$ cat config.mk
export PLATFORM = sky130hd
export DESIGN_NAME = setpoint_cmp
export DESIGN_NICKNAME = d
export VERILOG_FILES = /design/src/rtl/spc_pkg.sv /design/src/rtl/spc_word_rx.sv /design/src/rtl/spc_chan_sel.sv /design/src/rtl/spc_cmp_out.sv /design/src/rtl/setpoint_cmp.sv
export SDC_FILE = /design/constraint.sdc
export NUM_CORES = 1
export LEC_CHECK = 0
export CAP_MARGIN = 30
export CELL_PAD_IN_SITES_DETAIL_PLACEMENT = 2
export CELL_PAD_IN_SITES_GLOBAL_PLACEMENT = 2
export CORE_ASPECT_RATIO = 0.7
export CORE_MARGIN = 2
export CORE_UTILIZATION = 36
export CTS_CLUSTER_SIZE = 25
export DETAILED_ROUTE_END_ITERATION = 7
export GPL_ROUTABILITY_DRIVEN = 0
export PLACE_DENSITY = 0.91
export SYNTH_ARGS = -nofsm -noshare
export SYNTH_HDL_FRONTEND = slang
export SYNTH_SLANG_ARGS = --single-unit
$ cat constraint.sdc
create_clock -name clk -period 5.4 [get_ports clk]
set_input_delay 0.81 -clock clk [delete_from_list [all_inputs] [get_ports clk]]
set_output_delay 0.81 -clock clk [all_outputs]
set_load 0.01 [all_outputs]
$ cat src/rtl/spc_pkg.sv
package spc_pkg;
  parameter int THR_W = 8;
  localparam int HDR_BITS  = 4;
  localparam int WORD_BITS = HDR_BITS + THR_W;

  typedef struct packed {
    logic             diff;
    logic             odd;
    logic             sel;
    logic             use_com;
    logic [THR_W-1:0] thr;
  } cfg_t;

  typedef enum logic [1:0] {
    RX_IDLE  = 2'd0,
    RX_SHIFT = 2'd1,
    RX_RUN   = 2'd2
  } rx_st_t;
endpackage

$ cat src/rtl/spc_word_rx.sv
module spc_word_rx
  import spc_pkg::*;
(
  input  logic clk,
  input  logic rst_n,
  input  logic cs_n,
  input  logic sdi,
  output logic run,
  output cfg_t cfg
);
  localparam int CNT_W = $clog2(WORD_BITS);

  rx_st_t                 st;
  logic [CNT_W-1:0]       cnt;
  logic [WORD_BITS-2:0]   shreg;
  logic [WORD_BITS-1:0]   nxt;

  assign nxt = {shreg, sdi};
  assign run = (st == RX_RUN);

  always_ff @(posedge clk or negedge rst_n) begin
    if (!rst_n) begin
      st    <= RX_IDLE;
      cnt   <= '0;
      shreg <= '0;
      cfg   <= '0;
    end else if (cs_n) begin
      // select released: drop whatever was in progress
      st  <= RX_IDLE;
      cnt <= '0;
    end else begin
      unique case (st)
        RX_IDLE: begin
          if (sdi) begin
            st  <= RX_SHIFT;
            cnt <= '0;
          end
        end
        RX_SHIFT: begin
          shreg <= nxt[WORD_BITS-2:0];
          cnt   <= cnt + 1'b1;
          if (cnt == CNT_W'(WORD_BITS-1)) begin
            cfg <= cfg_t'(nxt);
            st  <= RX_RUN;
          end
        end
        default: st <= RX_RUN;
      endcase
    end
  end
endmodule

$ cat src/rtl/spc_chan_sel.sv
module spc_chan_sel #(
  parameter int NCH   = 4,
  parameter int SMP_W = 8
) (
  input  logic [NCH*SMP_W-1:0] ain,
  input  logic [SMP_W-1:0]     com_in,
  input  logic                 diff,
  input  logic                 odd,
  input  logic                 sel,
  input  logic                 use_com,
  output logic [SMP_W-1:0]     pos,
  output logic [SMP_W-1:0]     neg
);
  logic [SMP_W-1:0] ch [NCH];

  for (genvar i = 0; i < NCH; i++) begin : g_unpack
    assign ch[i] = ain[i*SMP_W +: SMP_W];
  end

  if (NCH == 4) begin : g_quad
    always_comb begin
      pos = ch[{sel, odd}];
      if (diff)         neg = ch[{sel, ~odd}];
      else if (use_com) neg = com_in;
      else              neg = '0;
    end
  end else begin : g_dual
    logic unused_ign;
    assign unused_ign = ^{sel, use_com, com_in};
    always_comb begin
      pos = ch[odd];
      neg = diff ? ch[~odd] : '0;
    end
  end
endmodule

$ cat src/rtl/spc_cmp_out.sv
module spc_cmp_out #(
  parameter int SMP_W = 8,
  parameter int THR_W = 8
) (
  input  logic             clk,
  input  logic             rst_n,
  input  logic             cs_n,
  input  logic             run,
  input  logic [SMP_W-1:0] pos,
  input  logic [SMP_W-1:0] neg,
  input  logic [THR_W-1:0] thr,
  output logic             cmp_res,
  output logic             cmp_vld,
  output logic             dout,
  output logic             dout_oe
);
  localparam int DW = SMP_W + 2;

  logic [DW-1:0] dlt;
  logic          res;
  logic          oe_q;

  assign dlt = {2'b00, pos} - {2'b00, neg};
  assign res = !dlt[DW-1] && (dlt[DW-2:0] > (DW-1)'(thr));

  always_ff @(posedge clk or negedge rst_n) begin
    if (!rst_n) begin
      oe_q    <= 1'b0;
      cmp_res <= 1'b0;
      cmp_vld <= 1'b0;
    end else begin
      oe_q <= !cs_n;
      if (run && !cs_n) begin
        cmp_res <= res;
        cmp_vld <= 1'b1;
      end else begin
        cmp_res <= 1'b0;
        cmp_vld <= 1'b0;
      end
    end
  end

  // result presented half a cycle after it was taken
  always_ff @(negedge clk or negedge rst_n) begin
    if (!rst_n)                 dout <= 1'b0;
    else if (cmp_vld && !cs_n)  dout <= cmp_res;
    else                        dout <= 1'b0;
  end

  assign dout_oe = oe_q & ~cs_n;
endmodule

$ cat src/rtl/setpoint_cmp.sv
module setpoint_cmp
  import spc_pkg::*;
#(
  parameter int NCH   = 4,
  parameter int SMP_W = 8
) (
  input  logic                 clk,
  input  logic                 rst_n,
  input  logic                 cs_n,
  input  logic                 sdi,
  input  logic [NCH*SMP_W-1:0] ain,
  input  logic [SMP_W-1:0]     com_in,
  output logic                 dout,
  output logic                 dout_oe
);
  cfg_t             cfg;
  logic             run;
  logic [SMP_W-1:0] pos;
  logic [SMP_W-1:0] neg;
  logic             cmp_res;
  logic             cmp_vld;

  spc_word_rx u_rx (
    .clk   (clk),
    .rst_n (rst_n),
    .cs_n  (cs_n),
    .sdi   (sdi),
    .run   (run),
    .cfg   (cfg)
  );

  spc_chan_sel #(.NCH(NCH), .SMP_W(SMP_W)) u_sel (
    .ain     (ain),
    .com_in  (com_in),
    .diff    (cfg.diff),
    .odd     (cfg.odd),
    .sel     (cfg.sel),
    .use_com (cfg.use_com),
    .pos     (pos),
    .neg     (neg)
  );

  spc_cmp_out #(.SMP_W(SMP_W), .THR_W(THR_W)) u_out (
    .clk     (clk),
    .rst_n   (rst_n),
    .cs_n    (cs_n),
    .run     (run),
    .pos     (pos),
    .neg     (neg),
    .thr     (cfg.thr),
    .cmp_res (cmp_res),
    .cmp_vld (cmp_vld),
    .dout    (dout),
    .dout_oe (dout_oe)
  );
endmodule

== After elaboration in Yosys (flattened, before gate mapping) ==
Index checks and enable logic that the tools add are counted.

* $add $sub $neg: 2
* Equal/unequal tests: 5
* Reductions and logical operators: 11
* Magnitude comparators: 3
* Multiplexer cells: 18
* Bitwise logic cells: 5

{| class="wikitable"
|+ Operator list
! cell !! number
|-
| 8-bit 2-to-1 mux || 6
|-
| 8-bit binary-select mux with 2-bit select || 2
|-
| 9-bit by 8-bit > comparator with 1-bit output || 1
|-
| 8-bit by 8-bit subtractor with 9-bit output || 1
|-
| 4-bit 2-to-1 mux || 2
|-
| 4-bit case mux with 2 select lines || 1
|-
| 3-bit >= comparator, second input constant || 2
|-
| 2-bit 2-to-1 mux || 3
|-
| 2-bit NOT with 3-bit output || 2
|-
| 2-bit AND reduction || 3
|-
| 4-bit by 1-bit adder with 4-bit output, second input constant || 1
|-
| 4-bit == test, second input constant || 1
|-
| 2-bit case mux with 2 select lines || 1
|-
| 1-bit logical AND || 3
|-
| 1-bit 2-to-1 mux || 3
|-
| 3-bit by 2-bit inequality test with 1-bit output, second input constant || 1
|-
| 3-bit inequality test, second input constant || 1
|-
| 3-bit AND reduction || 1
|-
| 3-bit nonzero test || 1
|-
| 2-bit by 1-bit == test with 1-bit output, second input constant || 1
|-
| 2-bit == test, second input constant || 1
|-
| 1-bit logical NOT || 2
|-
| 2-bit logical NOT || 1
|-
| 1-bit NOT || 2
|-
| 1-bit bitwise AND || 1
|}

* Flip-flop bits (word level): 33

== Depth between registers and ports, before layout ==
Gate-level depths: netlist of the first run.

* Depth in word-level cells: 10
* Mapped depth: 16

== By module ==
Synthesis of the first run repeated with hierarchy kept, for this count alone.

* Cell total of the unflattened synthesis: 207
* Area, all modules: 2,346.0 µm²

{| class="wikitable"
|+ Modules (own cells, without submodules)
! module !! area each (µm²) !! times used !! cells an instance !! seq. area each (µm²)
|-
| spc_word_rx || 1,203.7 || 1 || 76 || 725.7
|-
| spc_cmp_out || 704.4 || 1 || 84 || 100.1
|-
| spc_chan_sel || 437.9 || 1 || 47 || 0.0
|}

==> impl_metrics.json, run 1 <==
{
  "cts-root-buf": "clkbuf_8",
  "die_area_um2": 7030,
  "hold_class": "flop to flop",
  "drc": 0,
  "ys_warn_count": 0,
  "design.portCount": 46,
  "yosysSeqAreaShare": 0.360,
  "finalPower_mw": 0.622,
  "syn_area_per_cell_um2": 11.6,
  "maxCapViolations": 0,
  "ctsHtreeMaxLevel": 2,
  "critical_path_buf_inv_count": 1,
  "setup_viol": 0,
  "grt_max_degree": 33,
  "worst_ep_required_time_ns": 4.59,
  "postLayoutCellArea_um2": 2880,
  "status": "finished clean",
  "slew_violations": 0,
  "drive_gt1_frac": 0.184,
  "tritoncts": "done",
  "gr-usage-all-layers": 0.201,
  "postSynthCellCount": 198,
  "relSlewSlack": 0.354,
  "ir_drop_uv": 105,
  "placementRows": 24,
  "grt_pass1_wl_um": 10800,
  "port_buffers": 45,
  "vias_per_cell": 5.63,
  "first_iter_violations": 40,
  "vias": 1814,
  "async_flop_share": 1.00,
  "firstDrtPassIters": 4,
  "synth_top_cell_by_area": "dfrtp_1",
  "finalHoldViolations": 0,
  "synth_edf_count": 0,
  "p_leak_nw": 1.19,
  "clock_path_buffers": 2,
  "multi_input_area_um2": 1350,
  "max_stage_delay_ns": 0.52,
  "antenna_cells": 0,
  "crit_family": "buffers and inverters",
  "slowest_stage": "clkdlybuf4s50_1",
  "placed_area_um2": 2800,
  "start_util": 0.370,
  "numCtsBuffers": 5,
  "clk_pin_slew_worst_paths_ns": 0.07,
  "die_w_um": 99.3,
  "insertion_delay_ns": 0.29,
  "final_util": 0.465,
  "power_density_nw_per_um2": 216,
  "ant_nets": 0,
  "ctsResizeCount": 0,
  "crit_chain": "clkdlybuf4s50_1",
  "grt_pass1_vias": 2090,
  "cts.sinks": 33,
  "grt_setup_unrepaired": "no",
  "end_kind": "output port",
  "syn-num-nets": 260,
  "tns_ns": 0,
  "final_nets": 305,
  "crit_arrival_ns": 3.90,
  "core_um2": 6190,
  "wire_per_inst_um": 20.0,
  "dieHeight_um": 70.7,
  "ctsHoldBuffers": 0,
  "fillerInstances": 659,
  "fin_worst_skew_ns": 0.00778,
  "final-seq-area_um2": 826,
  "start_kind": "flop",
  "synth_cell_type_count": 44,
  "crit_type": "flop to output port",
  "ys_seq_elements": 33,
  "dp_cells": 314,
  "hpwl_um": 5400,
  "cp_max_fo": 1,
  "final_cells": 322,
  "synth_ff_type": "dfrtp_1",
  "overflow": 0,
  "wirelength_um": 6440,
  "synth_top_cells_by_count": "dfrtp_1 (32), ha_1 (17), mux2_2 (17)",
  "tightest_slew_ns": 0.965,
  "synth_top_area_share": 0.350,
  "syn_to_final_growth_pct": 25.7,
  "antenna_found_initial": 0,
  "post_cts_buffers": 0,
  "synth_area_um2": 2290,
  "yosysMostFrequentCell": "dfrtp_1",
  "synth.area.top_cells": "dfrtp_1 (35%), mux4_2 (16%), ha_1 (9.3%), mux2_2 (8.4%), o21ai_0 (2.6%)"
}
[through the flow]
step,hold slack (ns),setup WS [ns]
floorplan,0.459,1.38
global placement,0.484,0.825
detailed placement,0.496,0.773
CTS,0.511,0.683
global route,0.535,0.669
finish,0.509,0.692
[power breakdown]
part           internal, mW  switching, mW  leakage [nW]
Clock                0.0893         0.0907        0.0450
Sequential            0.283         0.0308         0.405
Combinational        0.0797         0.0490         0.742
Total                 0.452          0.171          1.19
[registers in the layout (all words and copies together) (netlist names)]
signal         count
u_rx.cnt           4
u_out.cmp_res      1
u_rx.shreg        11
u_out.oe_q         1
u_out.cmp_vld      1
u_rx.st            2
u_out.dout         1
u_rx.cfg          12
[worst paths after layout]
check,startpoint,end,slack (ns),cells past startpoint
worst max register to register,u_rx.cfg[9]$_DFFE_PN0P_,u_out.cmp_res$_DFF_PN0_,1.35,13
max in group asynchronous,rst_n,u_out.dout$_DFF_NN0_,1.97,1
min in group asynchronous,rst_n,u_rx.shreg[6]$_DFFE_PN0P_,1.01,2
worst max-delay path,u_out.dout$_DFF_NN0_,dout,0.69,1
worst min-delay path,u_rx.shreg[10]$_DFFE_PN0P_,u_rx.shreg[10]$_DFFE_PN0P_,0.51,1
worst min register to register,u_rx.shreg[10]$_DFFE_PN0P_,u_rx.shreg[10]$_DFFE_PN0P_,0.51,1
[per-layer routing]
metal / wire length [um] / part of all wire / vias to the layer above / global-route usage
li1: - / - / 837 / -
met1: 2970 / 0.46 / 923 / 0.270
met2: 3100 / 0.48 / 49 / 0.335
met3: 303 / 0.047 / 5 / 0.0534
met4: 63 / 0.0098 / 0 / 0.0350
met5: 0 / 0 / - / 0
[layout make-up]
cell class / count / area share
Sequential cell: 33 / 0.287
Multi-Input combinational cell: 142 / 0.469
Timing Repair Buffer: 48 / 0.164
Tap cell: 78 / 0.0339
Clock buffer: 6 / 0.0252
Clock inverter: 2 / 0.00348
Inverter: 13 / 0.0169
[layout by cell type (no fill, tap or decap), drive strengths merged, types with 7 or more instances in the layout]
cell	n
clkdlybuf4s50	45
o21ai	12
mux2	17
nor2	10
a22oi	8
mux4	16
inv	13
dfrtp	32
nand2	11
nor2b	7
ha	17
[cells by family after synthesis]
family                   Yosys count  synth area share
AO/OA/AOI/OAI                     44             0.131
adder cells (fa/ha/maj)           18             0.102
XOR/XNOR                           3            0.0115
buffers and inverters             23            0.0497
flip-flops                        33             0.360
AND/OR/NAND/NOR                   43             0.101
multiplexers                      34             0.245
Power figures use the tool's default switching activity.
==> run 2, diff against run 1 <==
Settings changed: PLACE_DENSITY 0.91 to not set, PLACE_DENSITY_LB_ADDON set to 0.1.
==> run 2 against run 1 <==
Net effect:
- via count up 0.66%
- largest cell class unchanged
- critical path depth unchanged
- clock power up 19%
- utilization up 0.30 points
- wire length up 4.2%
- power up 4.8%
- critical endpoint unchanged
==> impl_metrics.json, run 2 (synthesis results as in run 1) <==
{
  "placementRows": 24,
  "reg_top3": "u_rx.cfg (12), u_rx.shreg (11), u_rx.cnt (4)",
  "clk_pin_slew_worst_paths_ns": 0.07,
  "slowest_stage": "clkdlybuf4s50_1",
  "grt_pass1_wl_um": 11300,
  "start_kind": "flop",
  "final_common_cell": "clkdlybuf4s50_1",
  "dp_slack_ns": 0.746,
  "grt_max_degree": 33,
  "final_util": 0.468,
  "finalPower_mw": 0.653,
  "maxCapViolations": 0,
  "largest_reg_flops": 12,
  "cts-root-buf": "clkbuf_8",
  "antenna_found_initial": 0,
  "tns_ns": 0,
  "cts.sinks": 33,
  "max_stage_delay_ns": 0.52,
  "core_um2": 6190,
  "slew_violations": 0,
  "finalHoldViolations": 0,
  "start_util": 0.370,
  "firstDrtPassIters": 6,
  "end_kind": "output port",
  "ctsHoldBuffers": 0,
  "drive_gt1_frac": 0.189,
  "postLayoutSetupSlackWorst_ns": 0.683,
  "design.portCount": 46,
  "gr-usage-all-layers": 0.210,
  "p_leak_nw": 1.20,
  "power_density_nw_per_um2": 225,
  "ant_nets": 0,
  "insertion_delay_ns": 0.30,
  "grt_setup_unrepaired": "no",
  "hold_class": "flop to flop",
  "dieHeight_um": 70.7,
  "relSlewSlack": 0.374,
  "tritoncts": "done",
  "clock_path_buffers": 2,
  "ctsHtreeMaxLevel": 2,
  "numCtsBuffers": 5,
  "crit_arrival_ns": 3.91,
  "post_cts_buffers": 0,
  "wirelength_um": 6710,
  "ctsResizeCount": 0,
  "ir_drop_uv": 139,
  "overflow": 0,
  "final_nets": 305,
  "first_iter_violations": 50,
  "final_cell_mix": "clkdlybuf4s50_1 (45), dfrtp_1 (32), mux2_2 (17), ha_1 (17), mux4_2 (16)",
  "die_w_um": 99.3,
  "drc": 0,
  "hpwl_um": 5570,
  "syn_to_final_growth_pct": 26.5,
  "cp_max_fo": 1,
  "crit_family": "buffers and inverters",
  "crit_type": "flop to output port",
  "vias": 1826,
  "fin_worst_skew_ns": 0.00692,
  "fillerInstances": 639,
  "port_buffers": 45,
  "wire_per_inst_um": 20.8,
  "antenna_cells": 0,
  "setup_viol": 0,
  "tightest_slew_ns": 0.934,
  "largest-register": "u_rx.cfg",
  "vias_per_cell": 5.67,
  "grt_pass1_vias": 2107,
  "worst_ep_required_time_ns": 4.59,
  "status": "finished clean",
  "crit_chain": "clkdlybuf4s50_1",
  "die_area_um2": 7030,
  "holdWs_ns": 0.522,
  "rrSetupSlack_ns": 1.37,
  "critical_path_buf_inv_count": 1
}
## run 2: power by group
part	switching (mW)	internal, mW	leakage [nW]
clock	0.0986	0.115	0.0542
combinational	0.0488	0.0797	0.742
sequential	0.0274	0.283	0.405
## run 2: area by class of cell
cell class	instances	area, um^2	area share
sequential	33	826	0.285
multi-input combinational	142	1350	0.466
inverter	13	48.8	0.0168
timing repair buffer	48	473	0.163
clock buffer	7	96.3	0.0332
tap	78	97.6	0.0337
clock inverter	1	5.00	0.00173
## run 2: per-stage QoR
step	cells	area [um^2]
floorplan	198	2290
global placement	314	2800
detailed placement	314	2800
CTS	322	2900
global route	322	2900
finish	322	2900
## run 2: worst register-to-register path, cell delays in order, from the launching register on
cell       delay [ns]
dfrtp_1          0.49
buf_4            0.29
mux4_2           0.55
a22oi_1          0.27
ha_1             0.29
nor2b_1          0.14
o31a_1           0.30
or4b_1           0.49
o2111ai_1        0.15
ha_1             0.30
o21a_1           0.19
o221ai_1         0.20
a21oi_1          0.08
o21a_1           0.18
## run 2: path summary, 6_finish.rpt
path | startpoint | endpoint | cells after the start
max | u_out.dout$_DFF_NN0_ | dout | 1
min | u_rx.cfg[0]$_DFFE_PN0P_ | u_rx.cfg[0]$_DFFE_PN0P_ | 1
max reg2reg | u_rx.cfg[9]$_DFFE_PN0P_ | u_out.cmp_res$_DFF_PN0_ | 13
min reg2reg | u_rx.cfg[0]$_DFFE_PN0P_ | u_rx.cfg[0]$_DFFE_PN0P_ | 1
max in group asynchronous | rst_n | u_out.dout$_DFF_NN0_ | 1
min in group asynchronous | rst_n | u_rx.cnt[1]$_DFFE_PN0P_ | 2
## run 2: layer usage
layer | up-vias | GRT usage | wire, um
met2 | 30 | 0.332 | 3220
met3 | 7 | 0.0405 | 271
met4 | 0 | 0.0320 | 53
met1 | 948 | 0.308 | 3170
li1 | 841 | - | -
met5 | - | 0 | 0
